$ cat config.mk
export PLATFORM = sky130hd
export DESIGN_NAME = batt_level_mon
export DESIGN_NICKNAME = d
export VERILOG_FILES = /design/src/rtl/batt_mon_pkg.sv /design/src/rtl/batt_bar_classify.sv /design/src/rtl/batt_bar_hyst.sv /design/src/rtl/batt_blink.sv /design/src/rtl/batt_shut_filter.sv /design/src/rtl/batt_level_mon.sv
export SDC_FILE = /design/constraint.sdc
export NUM_CORES = 1
export LEC_CHECK = 0
export ABC_AREA = 1
export BUFFER_PORTS_ARGS = -buffer_cell sky130_fd_sc_hd__buf_4
export CORE_MARGIN = 8
export CORE_UTILIZATION = 48
export CTS_CLUSTER_DIAMETER = 200
export CTS_CLUSTER_SIZE = 30
export DETAILED_ROUTE_END_ITERATION = 8
export GPL_TIMING_DRIVEN = 0
export PLACE_DENSITY_LB_ADDON = 0.25
export RECOVER_POWER = 100
export SLEW_MARGIN = 20
export SYNTH_ARGS = -nofsm -noshare
export SYNTH_HDL_FRONTEND = slang
export SYNTH_SLANG_ARGS = --single-unit
export TNS_END_PERCENT = 1
$ cat constraint.sdc
create_clock -name clk -period 3.4 [get_ports clk]
set_input_delay 0.68 -clock clk [delete_from_list [all_inputs] [get_ports clk]]
set_output_delay 0.68 -clock clk [all_outputs]
set_load 0.02 [all_outputs]
$ cat src/rtl/batt_mon_pkg.sv
// Package: shared types and the millivolt-to-code conversion used by the
// battery monitor. Assumes an unsigned linear converter transfer function.
package batt_mon_pkg;

    typedef logic [2:0] bar_t;

    localparam int unsigned NUM_EDGES = 4;

    // Converts a threshold in millivolts to a converter code (truncating).
    function automatic int unsigned mv_to_code(input int unsigned mv,
                                               input int unsigned lsb_uv);
        return (mv * 1000) / lsb_uv;
    endfunction

endpackage

$ cat src/rtl/batt_bar_classify.sv
// Module: combinational classifier from sample code to raw bar class.
// Assumes the edge codes rise strictly from EDGE1 to EDGE4.
module batt_bar_classify
    import batt_mon_pkg::*;
#(
    parameter int unsigned ADC_W = 10,
    parameter logic [ADC_W-1:0] EDGE1 = 10'd732,
    parameter logic [ADC_W-1:0] EDGE2 = 10'd744,
    parameter logic [ADC_W-1:0] EDGE3 = 10'd758,
    parameter logic [ADC_W-1:0] EDGE4 = 10'd784
) (
    input  logic [ADC_W-1:0] code,
    output bar_t             raw_bar
);

    localparam logic [NUM_EDGES-1:0][ADC_W-1:0] EDGES = {EDGE4, EDGE3, EDGE2, EDGE1};

    logic [NUM_EDGES-1:0] above;

    for (genvar gi = 0; gi < NUM_EDGES; gi++) begin : g_cmp
        assign above[gi] = (code >= EDGES[gi]);
    end

    // Counts how many edges the code reaches or passes.
    always_comb begin
        raw_bar = '0;
        for (int i = 0; i < NUM_EDGES; i++) begin
            if (above[i]) raw_bar = raw_bar + bar_t'(1);
        end
    end

endmodule

$ cat src/rtl/batt_bar_hyst.sv
// Module: shown-bar register with hysteresis. A lower class is taken at
// once; a higher class only after RISE_N consecutive higher samples.
// Assumes RISE_N >= 1. Resets to the full bar.
module batt_bar_hyst
    import batt_mon_pkg::*;
#(
    parameter int unsigned RISE_N = 3
) (
    input  logic clk,
    input  logic rst_n,
    input  logic vld,
    input  bar_t raw_bar,
    output bar_t lvl_q,
    output bar_t lvl_nxt
);

    localparam int unsigned CW = $clog2(RISE_N + 1);
    localparam logic [CW-1:0] RISE_LAST = CW'(RISE_N - 1);

    logic [CW-1:0] cnt_q, cnt_nxt;

    // Next shown bar and rising-run count.
    always_comb begin
        lvl_nxt = lvl_q;
        cnt_nxt = cnt_q;
        if (vld) begin
            if (raw_bar < lvl_q) begin
                lvl_nxt = raw_bar;
                cnt_nxt = '0;
            end else if (raw_bar > lvl_q) begin
                if (cnt_q == RISE_LAST) begin
                    lvl_nxt = raw_bar;
                    cnt_nxt = '0;
                end else begin
                    cnt_nxt = cnt_q + CW'(1);
                end
            end else begin
                cnt_nxt = '0;
            end
        end
    end

    // State registers.
    always_ff @(posedge clk) begin
        if (!rst_n) begin
            lvl_q <= bar_t'(4);
            cnt_q <= '0;
        end else begin
            lvl_q <= lvl_nxt;
            cnt_q <= cnt_nxt;
        end
    end

endmodule

$ cat src/rtl/batt_blink.sv
// Module: blanking phase for the lowest bar. Toggles every BLINK_N valid
// samples while the next shown bar is 0, otherwise held at 0.
// Assumes BLINK_N >= 1.
module batt_blink
    import batt_mon_pkg::*;
#(
    parameter int unsigned BLINK_N = 2
) (
    input  logic clk,
    input  logic rst_n,
    input  logic vld,
    input  bar_t lvl_nxt,
    output logic dark
);

    localparam int unsigned CW = $clog2(BLINK_N + 1);
    localparam logic [CW-1:0] BLINK_LAST = CW'(BLINK_N - 1);

    logic [CW-1:0] cnt_q;

    // Sample counter and phase toggle.
    always_ff @(posedge clk) begin
        if (!rst_n) begin
            cnt_q <= '0;
            dark  <= 1'b0;
        end else if (vld) begin
            if (lvl_nxt != bar_t'(0)) begin
                cnt_q <= '0;
                dark  <= 1'b0;
            end else if (cnt_q == BLINK_LAST) begin
                cnt_q <= '0;
                dark  <= ~dark;
            end else begin
                cnt_q <= cnt_q + CW'(1);
            end
        end
    end

endmodule

$ cat src/rtl/batt_shut_filter.sv
// Module: forced-shutdown filter. Raises a sticky request after SHUT_N
// consecutive valid samples flagged below the threshold.
// Assumes SHUT_N >= 1.
module batt_shut_filter #(
    parameter int unsigned SHUT_N = 4
) (
    input  logic clk,
    input  logic rst_n,
    input  logic vld,
    input  logic below,
    output logic shut
);

    localparam int unsigned CW = $clog2(SHUT_N + 1);
    localparam logic [CW-1:0] SHUT_LAST = CW'(SHUT_N - 1);

    logic [CW-1:0] cnt_q;

    // Run counter and latched request.
    always_ff @(posedge clk) begin
        if (!rst_n) begin
            cnt_q <= '0;
            shut  <= 1'b0;
        end else if (vld && !shut) begin
            if (!below) begin
                cnt_q <= '0;
            end else if (cnt_q == SHUT_LAST) begin
                shut <= 1'b1;
            end else begin
                cnt_q <= cnt_q + CW'(1);
            end
        end
    end

endmodule

$ cat src/rtl/batt_level_mon.sv
// Module: top of the battery level and shutdown monitor. Converts the
// millivolt thresholds to codes, classifies each sample, and drives the
// shown bar, blanking phase, low warning and shutdown request.
// Assumes one-cycle sample strobes and a linear converter scale.
module batt_level_mon
    import batt_mon_pkg::*;
#(
    parameter int unsigned ADC_W    = 10,
    parameter int unsigned LSB_UV   = 5000,
    parameter int unsigned BAR1_MV  = 3660,
    parameter int unsigned BAR2_MV  = 3720,
    parameter int unsigned BAR3_MV  = 3790,
    parameter int unsigned BAR4_MV  = 3920,
    parameter int unsigned IDLE_MV  = 3600,
    parameter int unsigned CALL_MV  = 3500,
    parameter int unsigned SHUT_MV  = 3350,
    parameter int unsigned RISE_N   = 3,
    parameter int unsigned SHUT_N   = 4,
    parameter int unsigned BLINK_N  = 2
) (
    input  logic             clk,
    input  logic             rst_n,
    input  logic             smp_vld,
    input  logic [ADC_W-1:0] smp_code,
    input  logic             in_call,
    output logic [2:0]       bar_level,
    output logic             bar_dark,
    output logic             low_warn,
    output logic             shut_req
);

    localparam logic [ADC_W-1:0] EDGE1_C = ADC_W'(mv_to_code(BAR1_MV, LSB_UV));
    localparam logic [ADC_W-1:0] EDGE2_C = ADC_W'(mv_to_code(BAR2_MV, LSB_UV));
    localparam logic [ADC_W-1:0] EDGE3_C = ADC_W'(mv_to_code(BAR3_MV, LSB_UV));
    localparam logic [ADC_W-1:0] EDGE4_C = ADC_W'(mv_to_code(BAR4_MV, LSB_UV));
    localparam logic [ADC_W-1:0] IDLE_C  = ADC_W'(mv_to_code(IDLE_MV, LSB_UV));
    localparam logic [ADC_W-1:0] CALL_C  = ADC_W'(mv_to_code(CALL_MV, LSB_UV));
    localparam logic [ADC_W-1:0] SHUT_C  = ADC_W'(mv_to_code(SHUT_MV, LSB_UV));

    bar_t raw_bar;
    bar_t lvl_q;
    bar_t lvl_nxt;
    logic below_shut;

    batt_bar_classify #(
        .ADC_W (ADC_W),
        .EDGE1 (EDGE1_C),
        .EDGE2 (EDGE2_C),
        .EDGE3 (EDGE3_C),
        .EDGE4 (EDGE4_C)
    ) u_classify (
        .code    (smp_code),
        .raw_bar (raw_bar)
    );

    batt_bar_hyst #(
        .RISE_N (RISE_N)
    ) u_hyst (
        .clk     (clk),
        .rst_n   (rst_n),
        .vld     (smp_vld),
        .raw_bar (raw_bar),
        .lvl_q   (lvl_q),
        .lvl_nxt (lvl_nxt)
    );

    batt_blink #(
        .BLINK_N (BLINK_N)
    ) u_blink (
        .clk     (clk),
        .rst_n   (rst_n),
        .vld     (smp_vld),
        .lvl_nxt (lvl_nxt),
        .dark    (bar_dark)
    );

    assign below_shut = (smp_code < SHUT_C);

    batt_shut_filter #(
        .SHUT_N (SHUT_N)
    ) u_shut (
        .clk   (clk),
        .rst_n (rst_n),
        .vld   (smp_vld),
        .below (below_shut),
        .shut  (shut_req)
    );

    // Warning register: threshold chosen by the call flag of the sample.
    always_ff @(posedge clk) begin
        if (!rst_n) begin
            low_warn <= 1'b0;
        end else if (smp_vld) begin
            low_warn <= in_call ? (smp_code < CALL_C) : (smp_code < IDLE_C);
        end
    end

    assign bar_level = lvl_q;

endmodule

# Word level (Yosys, flattened, before mapping)
# Cells that the tools add are included.
[word_totals]
out_inout_bits = 6
input_bits = 14
ff_bits = 13
[classes]
n_reduce_logical = 7
n_addsub = 6
mux = 18
magnitude_cmp = 9
eq_ne = 4
bitwise_logic = 1
[ops]
columns = ["cell", "n"]
rows = [
  [">= comparator 10 bit (second input constant)", 4],
  ["less-than comparator 10 bit (second input constant)", 3],
  ["two-way mux 3 bit", 9],
  ["two-way mux 2 bit", 5],
  ["adder 3 x 1 -> 3 bit (second input constant)", 3],
  ["adder 2 x 1 -> 2 bit (second input constant)", 2],
  ["two-way mux 1 bit", 4],
  ["AND reduction 2 bit", 2],
  ["== test 3 x 2 -> 1 bit (second input constant)", 1],
  ["greater-than comparator 3 bit", 1],
  ["less-than comparator 3 bit", 1],
  ["AND reduction 3 bit", 1],
  ["nonzero test 3 bit", 1],
  ["adder 1 x 1 -> 2 bit (second input constant)", 1],
  ["== test 2 x 1 -> 1 bit (second input constant)", 1],
  ["== test 2 bit (second input constant)", 1],
  ["inequality test 2 bit (second input constant)", 1],
  ["nonzero test 2 bit", 1],
  ["logical AND 1 bit", 1],
  ["logical NOT 1 bit", 1],
  ["inverter 1 bit", 1],
]

# Logic depth before layout (Yosys ltp)
# Gate-level depths: netlist of the first run.
[depth]
word_depth = 15
ltp_mapped = 27
ltp_nobuf = 27

# Hierarchy
# From an unflattened synthesis of the first run, not the netlist that was laid out.
[hier_totals]
cells_unflattened = 178
hier_area_um2 = 1107.3
[modules_own_cells]
columns = ["module", "area_each_um2", "seq_area_each_um2", "cells_each", "n_inst"]
rows = [
  ["batt_bar_hyst", 311.5, 100.1, 48, 1],
  ["batt_bar_classify", 291.5, 0.0, 49, 1],
  ["batt_shut_filter", 207.7, 80.1, 29, 1],
  ["batt_level_mon", 165.2, 20.0, 32, 1],
  ["batt_blink", 131.4, 60.1, 20, 1],
]

# Least setup slack after synthesis of the first run
# OpenSTA, ideal clock, no wires.
[synth_path]
path_kind = "input to register"
startpoint = "input smp_code[6]"
endpoint = "register u_blink.cnt_q[0]"
setup_time_ns = 0.113
arrival_time_ns = 3.383
stages = 26
path_buffers = 0
t_required_ns = 3.287
setup_slack_ns = -0.096
path_cell_list = "nand2_1 > nor3_1 > inv_1 > o21ai_0 > inv_1 > ha_1 > inv_1 > nand4_1 > nand2_1 > ha_1 > nand2_1 > inv_1 > nand2_1 > and2_1 > inv_1 > ha_1 > a21oi_1 > nand2_1 > o21ai_1 > inv_1 > nand2_1 > nand2_1 > nand3_2 > nand2_1 > nand2_1 > nor2_1"
[synth_via]
elab_chain_cells = 14
elab_cells_between_ends = 19
cone_classes = "add/sub (3); order compare (6); mux (9); reduce/logical (1)"
[synth_rtl]
columns = ["item", "line_no", "text"]
rows = [
  ["start: declaration", "batt_level_mon.sv:24", "input logic [ADC_W-1:0] smp_code,"],
  [">= comparator 10 bit", "batt_bar_classify.sv:21", "assign above[gi] = (code >= EDGES[gi]);"],
  ["two-way mux 1 bit", "batt_bar_classify.sv:28", "if (above[i]) raw_bar = raw_bar + bar_t'(1);"],
  ["adder 1 x 1 -> 2 bit", "batt_bar_classify.sv:28", ""],
  ["two-way mux 3 bit", "batt_bar_classify.sv:28", ""],
  ["adder 3 x 1 -> 3 bit", "batt_bar_classify.sv:28", ""],
  ["two-way mux 3 bit", "batt_bar_classify.sv:28", ""],
  ["adder 3 x 1 -> 3 bit", "batt_bar_classify.sv:28", ""],
  ["two-way mux 3 bit (*)", "batt_bar_classify.sv:28", ""],
  ["greater-than comparator 3 bit / two-way mux 3 bit (equally long branches)", "batt_bar_hyst.sv:30, batt_bar_hyst.sv:31", ""],
  ["two-way mux 3 bit", "batt_bar_hyst.sv:30", "end else if (raw_bar > lvl_q) begin"],
  ["two-way mux 3 bit (*)", "batt_bar_hyst.sv:27", "if (raw_bar < lvl_q) begin"],
  ["two-way mux 3 bit (*)", "batt_bar_hyst.sv:26", "if (vld) begin"],
  ["nonzero test 3 bit (*)", "batt_blink.sv:27", "if (lvl_nxt != bar_t'(0)) begin"],
  ["two-way mux 2 bit (*)", "batt_blink.sv:27", ""],
  ["end signal: assignment", "batt_blink.sv:34", "cnt_q <= cnt_q + CW'(1);"],
  ["end: declaration", "batt_blink.sv:19", "logic [CW-1:0] cnt_q;"],
]
# Every way passes the cells marked *; elsewhere a longest branch is shown, timed or not.
# A chain may end at the register's enable or synchronous reset.

# Final worst setup path of the first run
# Same ends and word-level chain as after synthesis.

==> results of run 1 <==
==> routing by layer <==
layer,vias up,share of wire,track usage
li1,544,-,-
met1,473,0.45,0.155
met2,36,0.50,0.216
met3,0,0.048,0.0397
met4,0,0,0.0195
met5,-,0,0
==> worst reg2reg max path, stage by stage, from the launching register on <==
cell and delay (ps):
sky130_fd_sc_hd__dfxtp_1 340, sky130_fd_sc_hd__inv_1 60, sky130_fd_sc_hd__ha_1 320, sky130_fd_sc_hd__nand3b_1 130
sky130_fd_sc_hd__nand2_2 80, sky130_fd_sc_hd__o21ai_4 230, sky130_fd_sc_hd__nand3_2 120, sky130_fd_sc_hd__nand2_2 100
sky130_fd_sc_hd__nand3_2 70, sky130_fd_sc_hd__nand2_1 70, sky130_fd_sc_hd__nand2_1 60, sky130_fd_sc_hd__nor2_1 100
==> through the flow <==
stage | hold slack, ps | TNS, ps
floorplan | 434 | 0
global placement | 453 | -1480
detailed placement | 454 | -2010
CTS | 466 | 0
global route | 494 | -186
finish | 465 | 0
==> timing repair <==
action | in CTS | in global routing
gates resized for setup | 4 | 31
gates cloned | 0 | 0
buffers inserted | 1 | 3
endpoints found under the setup margin | 3 | 7
pin swaps | 2 | 20
==> power by group through the flow <==
stage / Sequential [µW] / Combinational [µW] / Clock [µW]
after global placement: 174 / 136 / 0
final: 171 / 170 / 93.4
after floorplan: 182 / 91.4 / 0
after detailed placement: 175 / 142 / 0
after CTS: 171 / 150 / 97.5
after global routing: 173 / 186 / 108
==> path summary, 6_finish.rpt <==
check | start | to
worst min-delay path | u_shut.cnt_q[2]$_SDFFE_PN0P_ | u_shut.cnt_q[2]$_SDFFE_PN0P_
worst min register to register | u_shut.cnt_q[2]$_SDFFE_PN0P_ | u_shut.cnt_q[2]$_SDFFE_PN0P_
worst max register to register | u_hyst.lvl_q[1]$_SDFF_PN0_ | u_blink.cnt_q[0]$_SDFFE_PN0P_
worst max-delay path | smp_code[6] | u_blink.cnt_q[0]$_SDFFE_PN0P_
==> synth_stat cells (2+ instances only) <==
library cell               n
sky130_fd_sc_hd__nand2_1  31
sky130_fd_sc_hd__nor2_1   15
sky130_fd_sc_hd__ha_1      8
sky130_fd_sc_hd__nand2_2   3
sky130_fd_sc_hd__nand3_2   4
sky130_fd_sc_hd__nand4_1   6
sky130_fd_sc_hd__o21ai_0   5
sky130_fd_sc_hd__nor3_1    2
sky130_fd_sc_hd__a21oi_1  10
sky130_fd_sc_hd__inv_2     2
sky130_fd_sc_hd__inv_1    26
sky130_fd_sc_hd__dfxtp_1  13
sky130_fd_sc_hd__nand3_1  13
==> layout make-up <==
class,instances,area [µm²],area share
tap,27,33.8,0.0256
sequential,13,260,0.197
multi-input combinational,109,732,0.554
inverter,28,115,0.0871
buffer,1,11.3,0.00852
clock buffer,4,26.3,0.0199
timing repair buffer,21,143,0.108
==> logic make-up after synthesis <==
group           share of synthesized area
simple gates                        0.384
compound gates                      0.137
fa+ha+maj                           0.101
buf+inv                             0.117
flops                               0.261
==> flip-flops by register name, summed over array words and instances, names as in the netlist <==
| register | cells |
|---|---|
| u_hyst.cnt_q | 2 |
| u_hyst.lvl_q | 3 |
| u_shut.shut | 1 |
| u_blink.cnt_q | 2 |
| low_warn | 1 |
| u_blink.dark | 1 |
| u_shut.cnt_q | 3 |
==> impl.org, run 1 <==
** Status
- Status :: finished, final reports clean

** Detailed routing
- Final wirelength :: 2440 µm
- In the final routed layout, each cell accounts on average for 12.0 µm.
- Using the TritonRoute via totals, the vias-per-cell ratio works out to 5.19.
- Number of DRC markers in iteration 0 :: 37
- Post-route DRC :: 0
- Antenna Violating Nets Remaining :: 0
- The first TritonRoute pass finished after 4 iterations.
- Via count of the routed design :: 1053

** Worst setup path
- Highest cell delay on the worst timing path :: 250 ps
- Worst path slowest cell :: sky130_fd_sc_hd__ha_4
- Stages on the worst setup path :: 26
- Slack of the worst reg-to-reg path :: 1670 ps
- Category of cells accounting for the largest share of critical-path delay :: simple AND/OR/NAND/NOR gates
- Worst Setup Path Type :: input port to register
- Together, buffers and inverters on the worst path number 6.
- Type of element launching the critical path :: input port
- Worst Reg-to-Reg Cells :: 11
- Setup crit end kind :: register
- Dominant cell type by count on the critical path :: sky130_fd_sc_hd__nand2_2
- Endpoint arrival time on the critical path :: 3500 ps
- For the worst setup path, the data required time is 3610 ps.
- In this run the worst path has a maximum fanout of 5.

** Clock network
- Clock transition at the registers of the reported paths :: 80 ps
- The clock passes through at most 2 buffers.
- CTS built an H-tree with a depth of 1.
- Worst-skew pair later-pin latency :: 270 ps
- Clk sink count :: 13
- CTS tree :: yes
- Clock buffer count from CTS :: 3
- Master cell of the clock root buffer :: sky130_fd_sc_hd__clkbuf_4
- Post-CTS Hold Buffers :: 0

** Power and ir drop
- Sw Share :: 0.364
- The share of total power dissipated in sequential elements is 0.394.
- In this run the power density over the cells is 329 nW/µm².
- Of the total power, combinational logic draws 0.391.
- Clock share of power :: 0.215
- Maximum ir drop on the vdd rail :: 0.273 mV
- The analysis attributes to net switching a power of 158 µW.
- The internal power of the cells totals 276 µW.
- In this run the static leakage power is 0.000648 µW.
- Total power for the finished layout comes to 434 µW.

** Final layout
- Area overhead of the layout relative to synthesis :: 32.7%
- Leaving out fill and tap cells, the most frequent cell in the layout is sky130_fd_sc_hd__nand2_1.
- Fraction of layout instances using a drive strength above 1 :: 0.330
- Most frequent cells in the layout :: 25 x sky130_fd_sc_hd__nand2_1, 20 x sky130_fd_sc_hd__inv_1, 15 x sky130_fd_sc_hd__nor2_1, 14 x sky130_fd_sc_hd__buf_4, 13 x sky130_fd_sc_hd__dfxtp_1
- Final Net Count :: 199
- With fillers left out, the area of the finished cells amounts to 1320 µm².
- Utilization after layout :: 0.673
- The filler cells instantiated in the layout total 180.
- 0 antenna diodes ended up in the layout.
- Final instance count without filler cells :: 203

** Die
- The die is 61.6 µm tall.
- Initial cell density of the core :: 0.508
- # rows :: 16
- The die covers 3790 µm².
- I/O pin total :: 20
- The die is 61.6 µm wide.
- The core region is 1960 µm².

** Global routing
- Via count of the first global-routing pass :: 960
- For this run, the total global-route usage over all layers was measured as 0.127.
- The initial antenna violation count came to 0.
- Global routing finished with a remaining overflow of 0.
- Entering global routing, the biggest net connects 11 pins.
- Global-route wire length before repair :: 3770 µm

** Place
- Routability-driven placement finished with a final weighted congestion of 0.872.
- Placed cell count :: 195
- # port buffers :: 17
- Worst slack, placed :: -434 ps
- Post-Place Cell Area :: 1160 µm²
- Detailed placement ended at an HPWL of 1770 µm.

** Hold path
- Counting instances, the worst hold path has a depth of 2.
- The min-delay analysis places its worst path in the category register to register.

** Yosys
- The share of synthesized area in the top cell type comes to 0.261.
- Largest cells by area after synthesis :: sky130_fd_sc_hd__dfxtp_1 26%, sky130_fd_sc_hd__nand2_1 12%, sky130_fd_sc_hd__ha_1 10%
- Of all flip-flops after synthesis, the portion carrying an async set or reset was 0.
- Summing every instance area after synthesis gives 996 µm².
- A synthesized cell averages 6.60 µm².
- Fraction of the yosys area taken by sequential cells :: 0.261
- Cell taking the most area after synthesis :: sky130_fd_sc_hd__dfxtp_1
- For this run, the number of Yosys warnings is 0.
- The synthesized design contains 13 register bits.
- In this run, synthesis inferred 0 flip-flops with an integrated enable.
- Yosys mapped the design onto 26 distinct sky130hd cell types.
- Synthesis produced a netlist with a net count of 173.
- Number of instances in the synthesized netlist :: 151
- The most used flip-flop cell after synthesis is sky130_fd_sc_hd__dfxtp_1.

** Timing
- Highest clock rate :: 304 MHz
- The clock period could shrink to 3290 ps.
- For the final database, setup skew stands at 1.64 ps.
- In this run the tightest slew margin relative to its limit is 0.811.
- At the pin with the least slew margin, the transition time is 284 ps.
- Of the available clock period, the critical path in the final layout requires 0.968.
- Setup ws final :: 110 ps
- Final Hold Vio Count :: 0
- Count of final setup violators :: 0
- Count of final max-slew check failures :: 0
- Setup repair after global routing missed its margin :: yes

** Run
- Max-cap check violation count :: 0
Power figures use the tool's default switching activity.
==> run 2, diff against run 1 <==
CORE_UTILIZATION = 45   (was 48)
==> run 2 against run 1 <==
  * Utilization decreased by 6.0 points
  * Setup slack improved by 0.84 ps
  * Die area increased by 4.9%
  * Cell area decreased by 0.19%
  * Flip-flop and latch count unchanged
  * Via count increased by 1.2%
  * Combinational power about the same
  * Final cell count increased by 0.49%
  * Critical endpoint is now u_blink.cnt_q[1]$_SDFFE_PN0P_
==> impl.org, run 2 (same netlist as run 1, synthesis figures left out) <==
** Place
- Weighted congestion reported at the end of routability-driven placement :: 0.741 (-15%)
- The sum of net half-perimeters after detailed placement came to 1810 µm (+2.5%).
- The count of input and output buffers is 17 (unchanged).

** Worst setup path
- Timing startpoint of the critical path :: smp_code[9]
- The worst setup path is launched from an input port.
- On the critical path the largest part of the delay comes from simple AND/OR/NAND/NOR gates.
- The startpoint identified for the worst register-to-register timing path is u_hyst.lvl_q[1]$_SDFF_PN0_.
- Setup crit end kind :: register
- CP Max Fanout :: 5 (unchanged)
- The slack of the worst reg-to-reg path is 1700 ps (+30 ps).
- Dominant cell type by count on the critical path :: sky130_fd_sc_hd__nand2_2
- Endpoint arrival time on the critical path :: 3450 ps (-50 ps)
- Worst Setup Path Type :: input port to register
- Worst path slowest cell :: sky130_fd_sc_hd__ha_4
- Capture point of the critical path :: u_blink.cnt_q[1]$_SDFFE_PN0P_
- In this run the critical register-to-register path is captured at u_blink.cnt_q[1]$_SDFFE_PN0P_.
- Worst Reg-to-Reg Cells :: 11 (unchanged)
- The total stage count of the critical path was 26 (unchanged).
- The required time of the critical path came to 3560 ps (-50 ps).
- Highest cell delay on the worst timing path :: 250 ps (about the same)
- Worst Path Buf+Inv :: 7 (+1)

** Timing
- Actual transition at the worst max-transition pin :: 246 ps (-37.4 ps)
- Count of final setup violators :: 0 (unchanged)
- Final Hold Vio Count :: 0 (unchanged)
- Shortest clock period the worst path allows after layout :: 3290 ps (-0.838 ps)
- Worst hold slack :: 478 ps (+13.0 ps)
- Period utilisation layout :: 0.967 (about the same)
- Count of final max-slew check failures :: 0 (unchanged)
- The peak clock frequency supported by timing came to 304 MHz (about the same).
- The total negative slack is 0 ps (unchanged).
- Clock skew after layout :: 6.10 ps (+4.46 ps)
- Setup repair after global routing missed its margin :: yes
- Slew HR :: 0.834 (+0.0232)

** Global routing
- Met2 demand-to-capacity share in global routing :: 0.225 (+0.00969)
- Initial antenna violation count :: 0 (unchanged)
- The leftover overflow at the end of global routing is 0 (unchanged).
- Maximum number of pins on one net before global-route repair :: 11 (unchanged)
- Total Routing Usage GR :: 0.120 (-0.00764)
- The number of global-route vias before repair was 1021 (+6.4%).
- Grt peak-use layer :: met2
- The met3 track utilization from global routing was 0.0358 (-0.00382).
- The global-route wire length before repair is 4050 µm (+7.3%).
- The met1 routing resource usage after global routing was 0.123 (-0.0316).

** Power and ir drop
- The net switching power of the design was 156 µW (-0.97%).
- Leakage component of the power :: 0.000646 µW (-0.31%)
- Combinational fraction of design power :: 0.393 (+0.002)
- Clock share of power :: 0.212 (-0.003)
- The internal power summed over all cells is 277 µW (+0.29%).
- Power density relative to cell area :: 329 nW/µm² (about the same)
- Fraction of power consumed by sequential logic :: 0.395 (about the same)
- Maximum ir drop on the vdd rail :: 0.364 mV (+33%)
- The proportion of total power due to net switching was 0.361 (-0.00291).

** Final layout
- The library cells used most frequently in the layout, excluding fill and tap cells, are 22 x sky130_fd_sc_hd__nand2_1, 20 x sky130_fd_sc_hd__inv_1, 15 x sky130_fd_sc_hd__nor2_1, 14 x sky130_fd_sc_hd__buf_4, 13 x sky130_fd_sc_hd__dfxtp_1.
- The filler cell count in the final layout came to 216 (+20%).
- Fraction of layout instances using a drive strength above 1 :: 0.347 (+0.0170)
- The post-layout net count is 199 (unchanged).
- Registers with the highest flip-flop counts :: u_hyst.lvl_q (3), u_shut.cnt_q (3)
- The count of inserted antenna diode cells came to 0 (unchanged).
- Compared with the post-synthesis result, the final layout area differs by 32.4%.
- Most frequent standard cell in the layout excluding fill and tap cells :: sky130_fd_sc_hd__nand2_1

** Status
- Status :: finished, final reports clean

** Die
- Initial cell density of the core :: 0.464 (-0.0441)
- Total core area :: 2150 µm² (+9.5%)
- The height of the chip came to 63.0 µm (+2.4%).
- The number of rows created at floorplan is 17 (+1).
- Chip Width :: 63.0 µm (+2.4%)
- The floorplan die area was 3970 µm² (+4.9%).
- The number of primary I/O pins is 20 (unchanged).

** Detailed routing
- Post-route DRC :: 0 (unchanged)
- Final wirelength :: 2470 µm (+1.6%)
- The residual antenna-violating net count after detailed routing came to 0 (unchanged).
- Number of iterations in the first detailed-routing pass :: 4 (unchanged)
- The number of vias in the routed layout is 1066 (+1.2%).
- DR vias/cell :: 5.23 (+0.74%)
- Number of DRC markers in iteration 0 :: 20 (-46%)
- WL/cell :: 12.1 µm (+1.1%)

** Clock network
- The maximum buffer depth of the clock tree was 2 (unchanged).
- The clock edge transition at the registers on the reported setup and hold paths came to 80 ps (about the same).
- Clk sink count :: 13 (unchanged)
- The clock buffer count from CTS was 3 (unchanged).
- Worst-skew pair later-pin latency :: 270 ps (about the same)
- The number of buffers added to fix hold violations after cts is 0 (unchanged).
- The cell sitting at the root of the clock tree is a sky130_fd_sc_hd__clkbuf_4.
- TritonCTS built the clock tree.
- The H-tree depth reported by CTS is 1 (unchanged).

** Hold path
- Path type of the worst min-delay path :: register to register

** Run
- Max-cap check violation count :: 0 (unchanged)
==> run 2: worst min path at each step <==
stage                                   from                            end  cells after the start
3_3_place_gp   u_blink.cnt_q[1]$_SDFFE_PN0P_  u_blink.cnt_q[1]$_SDFFE_PN0P_                      2
5_1_grt         u_shut.cnt_q[1]$_SDFFE_PN0P_   u_shut.cnt_q[1]$_SDFFE_PN0P_                      2
4_1_cts         u_shut.cnt_q[2]$_SDFFE_PN0P_   u_shut.cnt_q[2]$_SDFFE_PN0P_                      2
3_5_place_dp    u_shut.cnt_q[2]$_SDFFE_PN0P_   u_shut.cnt_q[2]$_SDFFE_PN0P_                      2
2_1_floorplan  u_blink.cnt_q[1]$_SDFFE_PN0P_  u_blink.cnt_q[1]$_SDFFE_PN0P_                      2
6_report        u_shut.cnt_q[2]$_SDFFE_PN0P_   u_shut.cnt_q[2]$_SDFFE_PN0P_                      2
==> run 2: repair_timing <==
action,4_1_cts,5_1_grt
setup buffers,1,3
gates resized for setup,9,26
endpoints found under the setup margin,5,7
pin swaps,5,18
==> run 2: stage by stage <==
stage	total power [µW]	instances	util	instance area [µm²]	setup WS, ps
2_1_floorplan	273	151	-	1000	11.3
3_3_place_gp	311	196	0.541	1160	-360
3_5_place_dp	317	196	0.541	1160	-470
4_1_cts	422	201	0.581	1250	34.3
5_1_grt	463	204	0.614	1320	-85.2
6_report	434	204	0.614	1320	111
==> run 2: power groups by stage <==
stage | combinational, µW | clock [µW] | sequential [µW]
2_1_floorplan | 91.4 | 0 | 182
3_3_place_gp | 137 | 0 | 174
3_5_place_dp | 142 | 0 | 175
4_1_cts | 156 | 95.1 | 171
5_1_grt | 190 | 99.9 | 173
6_report | 171 | 91.8 | 171
==> run 2: layout make-up <==
type / count / area [µm²] / share of cell area
inverters: 28 / 110 / 0.0835
clock buffers: 4 / 26.3 / 0.0199
flip-flops and latches: 13 / 260 / 0.197
plain buffers: 1 / 11.3 / 0.00854
multi-input cells: 109 / 733 / 0.556
well taps: 28 / 35.0 / 0.0266
repair buffers: 21 / 143 / 0.108
==> run 2: per-layer routing <==
metal | wire [µm] | vias to the layer above
met5 | 0 | -
met4 | 11 | 0
met3 | 84 | 2
met2 | 1310 | 14
met1 | 1060 | 501
li1 | - | 549
==> run 2: worst min-delay path, delay by kind of cell (launching register included) <==
family,cells,cell delay [ps]
buf+inv,1,70
flops,1,310
compound gates,1,60
==> run 3, diff against run 2 <==
ABC_AREA = default   (was 1)
clock period = 3.3 ns   (was 3.4 ns; I/O delays follow)
==> run 3 against run 2 <==
  * Synthesized cell count decreased by 14%
  * Final cell count decreased by 8.3%
  * Sequential share of layout area decreased by 1.9 points
  * Critical path type unchanged
  * Via count decreased by 0.66%
  * Largest power group is now combinational logic
  * Utilization increased by 5.3 points
  * Synthesized area increased by 3.4%
==> impl.org, run 3 <==
** Yosys
- Number of storage elements in the synthesis netlist :: 13 (unchanged)
- After synthesis, the cell types taking the most area are sky130_fd_sc_hd__dfxtp_1 25%, sky130_fd_sc_hd__ha_1 9.7%, sky130_fd_sc_hd__nand2_1 4.7%.
- The average cell area after synthesis was 7.92 µm² (+20%).
- By count the netlist is led by 13 x sky130_fd_sc_hd__dfxtp_1, 13 x sky130_fd_sc_hd__nand2_1, 11 x sky130_fd_sc_hd__inv_1, 11 x sky130_fd_sc_hd__nor2_1.
- The number of synthesized flops with an enable pin came to 0 (unchanged).
- The net count after synthesis is 152 (-12%).
- Share of synthesized flip-flops with an asynchronous set or reset :: 0 (unchanged)
- The yosys synthesis warning count came to 0 (unchanged).
- Number of instances in the synthesized netlist :: 130 (-14%)
- The largest total area in the synthesized netlist belongs to sky130_fd_sc_hd__dfxtp_1.
- Number of different library cells in the post-synthesis netlist :: 45 (+73%)
- The sequential cell area fraction in the yosys report is 0.253 (-0.00857).
- The post-synth design cell area is 1030 µm² (+3.4%).
- Top FF cell, synth :: sky130_fd_sc_hd__dfxtp_1
- Area share of the leading cell type in the synthesized netlist :: 0.253 (-0.00857)

** Timing
- The final clock skew came to 8.12 ps (+2.03 ps).
- The setup-violating endpoint count in the final report came to 0 (unchanged).
- Setup repair after global routing missed its margin :: yes
- Timing would allow up to 314 MHz.
- Final Hold Vio Count :: 0 (unchanged)
- Worst hold slack :: 450 ps (-27.9 ps)
- The number of pins exceeding their max-slew limit in the final report is 0 (unchanged).
- The headroom to the max-slew limit was 0.731 (-0.103).
- Period utilisation layout :: 0.965
- The total negative slack came to 0 ps (unchanged).
- Setup ws final :: 114 ps (+3.53 ps)
- Actual transition at the worst max-transition pin :: 399 ps (+152 ps)
- Shortest clock period the worst path allows after layout :: 3190 ps

** Clock network
- The cell sitting at the root of the clock tree is a sky130_fd_sc_hd__clkbuf_4.
- TritonCTS built the clock tree.
- Clk sink count :: 13 (unchanged)
- Clock buffer count from CTS :: 3 (unchanged)
- Max Root-Sink Buffers :: 2 (unchanged)
- The clock insertion delay at the later pin of the skew report is 260 ps (about the same).
- The clock edge transition at the registers on the reported setup and hold paths was 70 ps (about the same).
- The H-tree depth reported by CTS came to 1 (unchanged).

** Final layout
- Number of fillers in the final layout :: 182 (-16%)
- Area overhead of the layout relative to synthesis :: 41.8%
- Most frequent cells in the layout :: 18 x sky130_fd_sc_hd__buf_4, 13 x sky130_fd_sc_hd__dfxtp_1, 12 x sky130_fd_sc_hd__nand2_1, 10 x sky130_fd_sc_hd__nor2_1, 8 x sky130_fd_sc_hd__inv_1
- The post-layout net count came to 182 (-8.5%).
- Antenna Cells :: 0 (unchanged)
- In the final layout, the registers with the most flip-flops are u_hyst.lvl_q (3), u_shut.cnt_q (3).
- The multi-input combinational cell area is 873 µm² (+19%).
- Fraction of layout instances using a drive strength above 1 :: 0.371 (+0.0245)
- Register area :: 260 µm² (unchanged)
- Leaving out fill and tap cells, the most frequent cell in the layout is sky130_fd_sc_hd__buf_4.

** Worst setup path
- The slack of the worst reg-to-reg path is 1490 ps (-210 ps).
- Setup crit end kind :: register
- By instance count, the cell type seen most on the critical path is sky130_fd_sc_hd__ha_4.
- Endpoint arrival time on the critical path :: 3330 ps (-120 ps)
- The critical path in this run is classified as input port to register.
- Crit path required time :: 3440 ps (-120 ps)
- STA classifies the critical path startpoint as an input port.
- Worst Reg-to-Reg Cells :: 8 (-3)
- The cell family contributing the most delay on the critical path is compound AO/OA/AOI/OAI gates.
- In this run the critical register-to-register path is launched from u_hyst.lvl_q[1]$_SDFF_PN0_.
- The delay of the slowest cell on the worst path was 320 ps (+70 ps).
- Worst Path Buf+Inv :: 4 (-3)
- The maximum fanout along the worst path was 7 (+2).
- Worst path slowest cell :: sky130_fd_sc_hd__ha_4
- Critical path, cell by cell :: buf_8, nand2_4, nor3_2, o21a_1, inv_2, ha_4, xnor2_4, ha_4, nand3_2, o311a_1, inv_2, ha_4, nand3b_1, a32oi_2, buf_4, nor2_2, o21ai_1, a21oi_1
- R2r endpoint :: u_blink.dark$_SDFFE_PN0P_

** Detailed routing
- Antenna Violating Nets Remaining :: 0 (unchanged)
- The starting DRC count in detailed routing was 44 (+120%).
- The number of vias in the routed layout came to 1059 (-0.66%).
- Post-route DRC :: 0 (unchanged)
- Final wirelength :: 2760 µm (+12%)
- Number of iterations in the first detailed-routing pass :: 4 (unchanged)
- The final routed wire length divided by cell count was 14.8 µm (+22%).
- The via-per-instance ratio was 5.66 (+8.4%).

** Place
- The global placer's final weighted congestion was 0.846 (+14%).
- The minimum setup slack after placement was -437 ps (+32.9 ps).
- The count of input and output buffers came to 16 (-1).
- Detailed placer's ending HPWL :: 1900 µm (+5.2%)

** Hold path
- WHS Endpoint :: u_blink.cnt_q[1]$_SDFFE_PN0P_
- The number of cells traversed by the worst hold path was 2 (unchanged).
- The path class of the tightest hold or removal check is register to register.
- In this run the most critical hold path is launched from u_blink.cnt_q[1]$_SDFFE_PN0P_.

** Global routing
- Grt ovf :: 0 (unchanged)
- The number of global-route vias before repair was 1064 (+4.2%).
- The overall track demand over capacity in global routing was 0.137 (+0.0170).
- The pin count of the biggest net entering global routing came to 11 (unchanged).
- The global-route wire length before repair came to 4770 µm (+18%).
- The initial antenna violation count came to 0 (unchanged).

** Die
- The floorplan die area came to 4070 µm² (+2.5%).
- # rows :: 17 (unchanged)
- I/O pin total :: 20 (unchanged)
- The die width is 63.8 µm (+1.3%).
- Total core area :: 2190 µm² (+2.0%)
- Height of the chip :: 63.8 µm (+1.3%)
- Initial cell density of the core :: 0.470 (+0.00642)

** Power and ir drop
- Total power consumption of the routed design :: 485 µW (+12%)
- The leakage power was 0.000596 µW (-7.7%).
- The power density of the placed cells came to 332 nW/µm² (+0.99%).
- The worst-case vdd ir drop came to 0.284 mV (-22%).

** Status
- Status :: finished, final reports clean

** Run
- Max-cap check violation count :: 0 (unchanged)
==> run 3: tightest hold or removal path, delay by kind of cell, from the launching register on <==
kind / cells / cell delay [ps]
flops: 1 / 310
simple gates: 2 / 100
==> run 3: worst max-delay path by stage <==
stage / start / depth (start not counted) / end / slack, ps
final: smp_code[6] / 18 / u_hyst.lvl_q[1]$_SDFF_PN0_ / 110
after global routing: smp_code[3] / 18 / u_blink.dark$_SDFFE_PN0P_ / -30
after CTS: smp_code[6] / 18 / u_blink.cnt_q[0]$_SDFFE_PN0P_ / -80
after detailed placement: smp_code[4] / 19 / u_blink.cnt_q[0]$_SDFFE_PN0P_ / -440
after global placement: smp_code[4] / 19 / u_blink.cnt_q[0]$_SDFFE_PN0P_ / -310
after floorplan: smp_code[2] / 17 / u_blink.cnt_q[0]$_SDFFE_PN0P_ / 9
==> run 3: stage by stage <==
| stage | cells | utilization | instance area [µm²] |
|---|---|---|---|
| after floorplan | 130 | - | 1060 |
| after global placement | 174 | 0.556 | 1220 |
| after detailed placement | 174 | 0.556 | 1220 |
| after CTS | 185 | 0.641 | 1410 |
| after global routing | 187 | 0.666 | 1460 |
| final | 187 | 0.666 | 1460 |
==> run 3: metal layers <==
metal	vias to the layer above	GRT usage	part of all wire
met5	-	0	0
met4	0	0.0474	0.015
met3	4	0.0157	0.017
met2	13	0.251	0.54
met1	504	0.158	0.43
li1	538	-	-
==> run 3: timing repair <==
item	in CTS	in global routing
buffers inserted	7	3
setup endpoints to repair	5	6
pin swaps	17	11
hold buffers	0	0
resized for setup	24	9
==> run 3: kinds of logic after synthesis <==
family	Yosys count	share of synthesized area
XOR/XNOR	2	0.0170
multiplexers	1	0.00972
AO/OA/AOI/OAI	37	0.270
flip-flops	13	0.253
AND/OR/NAND/NOR	52	0.277
adder cells (fa/ha/maj)	8	0.0972
buffers and inverters	17	0.0765
==> run 3: area by class of cell <==
type,count,area share
buffer,4,0.0197
clock buffer,4,0.0180
inverter,12,0.0308
multi-input combinational,100,0.598
sequential,13,0.178
tap,28,0.0240
timing repair buffer,26,0.131
==> run 3: report_power, final <==
| group | internal [µW] | switching (µW) | total [µW] | leakage (µW) |
|---|---|---|---|---|
| sequential | 167 | 10.1 | 177 | 0.000106 |
| combinational | 102 | 114 | 216 | 0.000475 |
| clock | 46.7 | 44.3 | 90.9 | 0.0000150 |
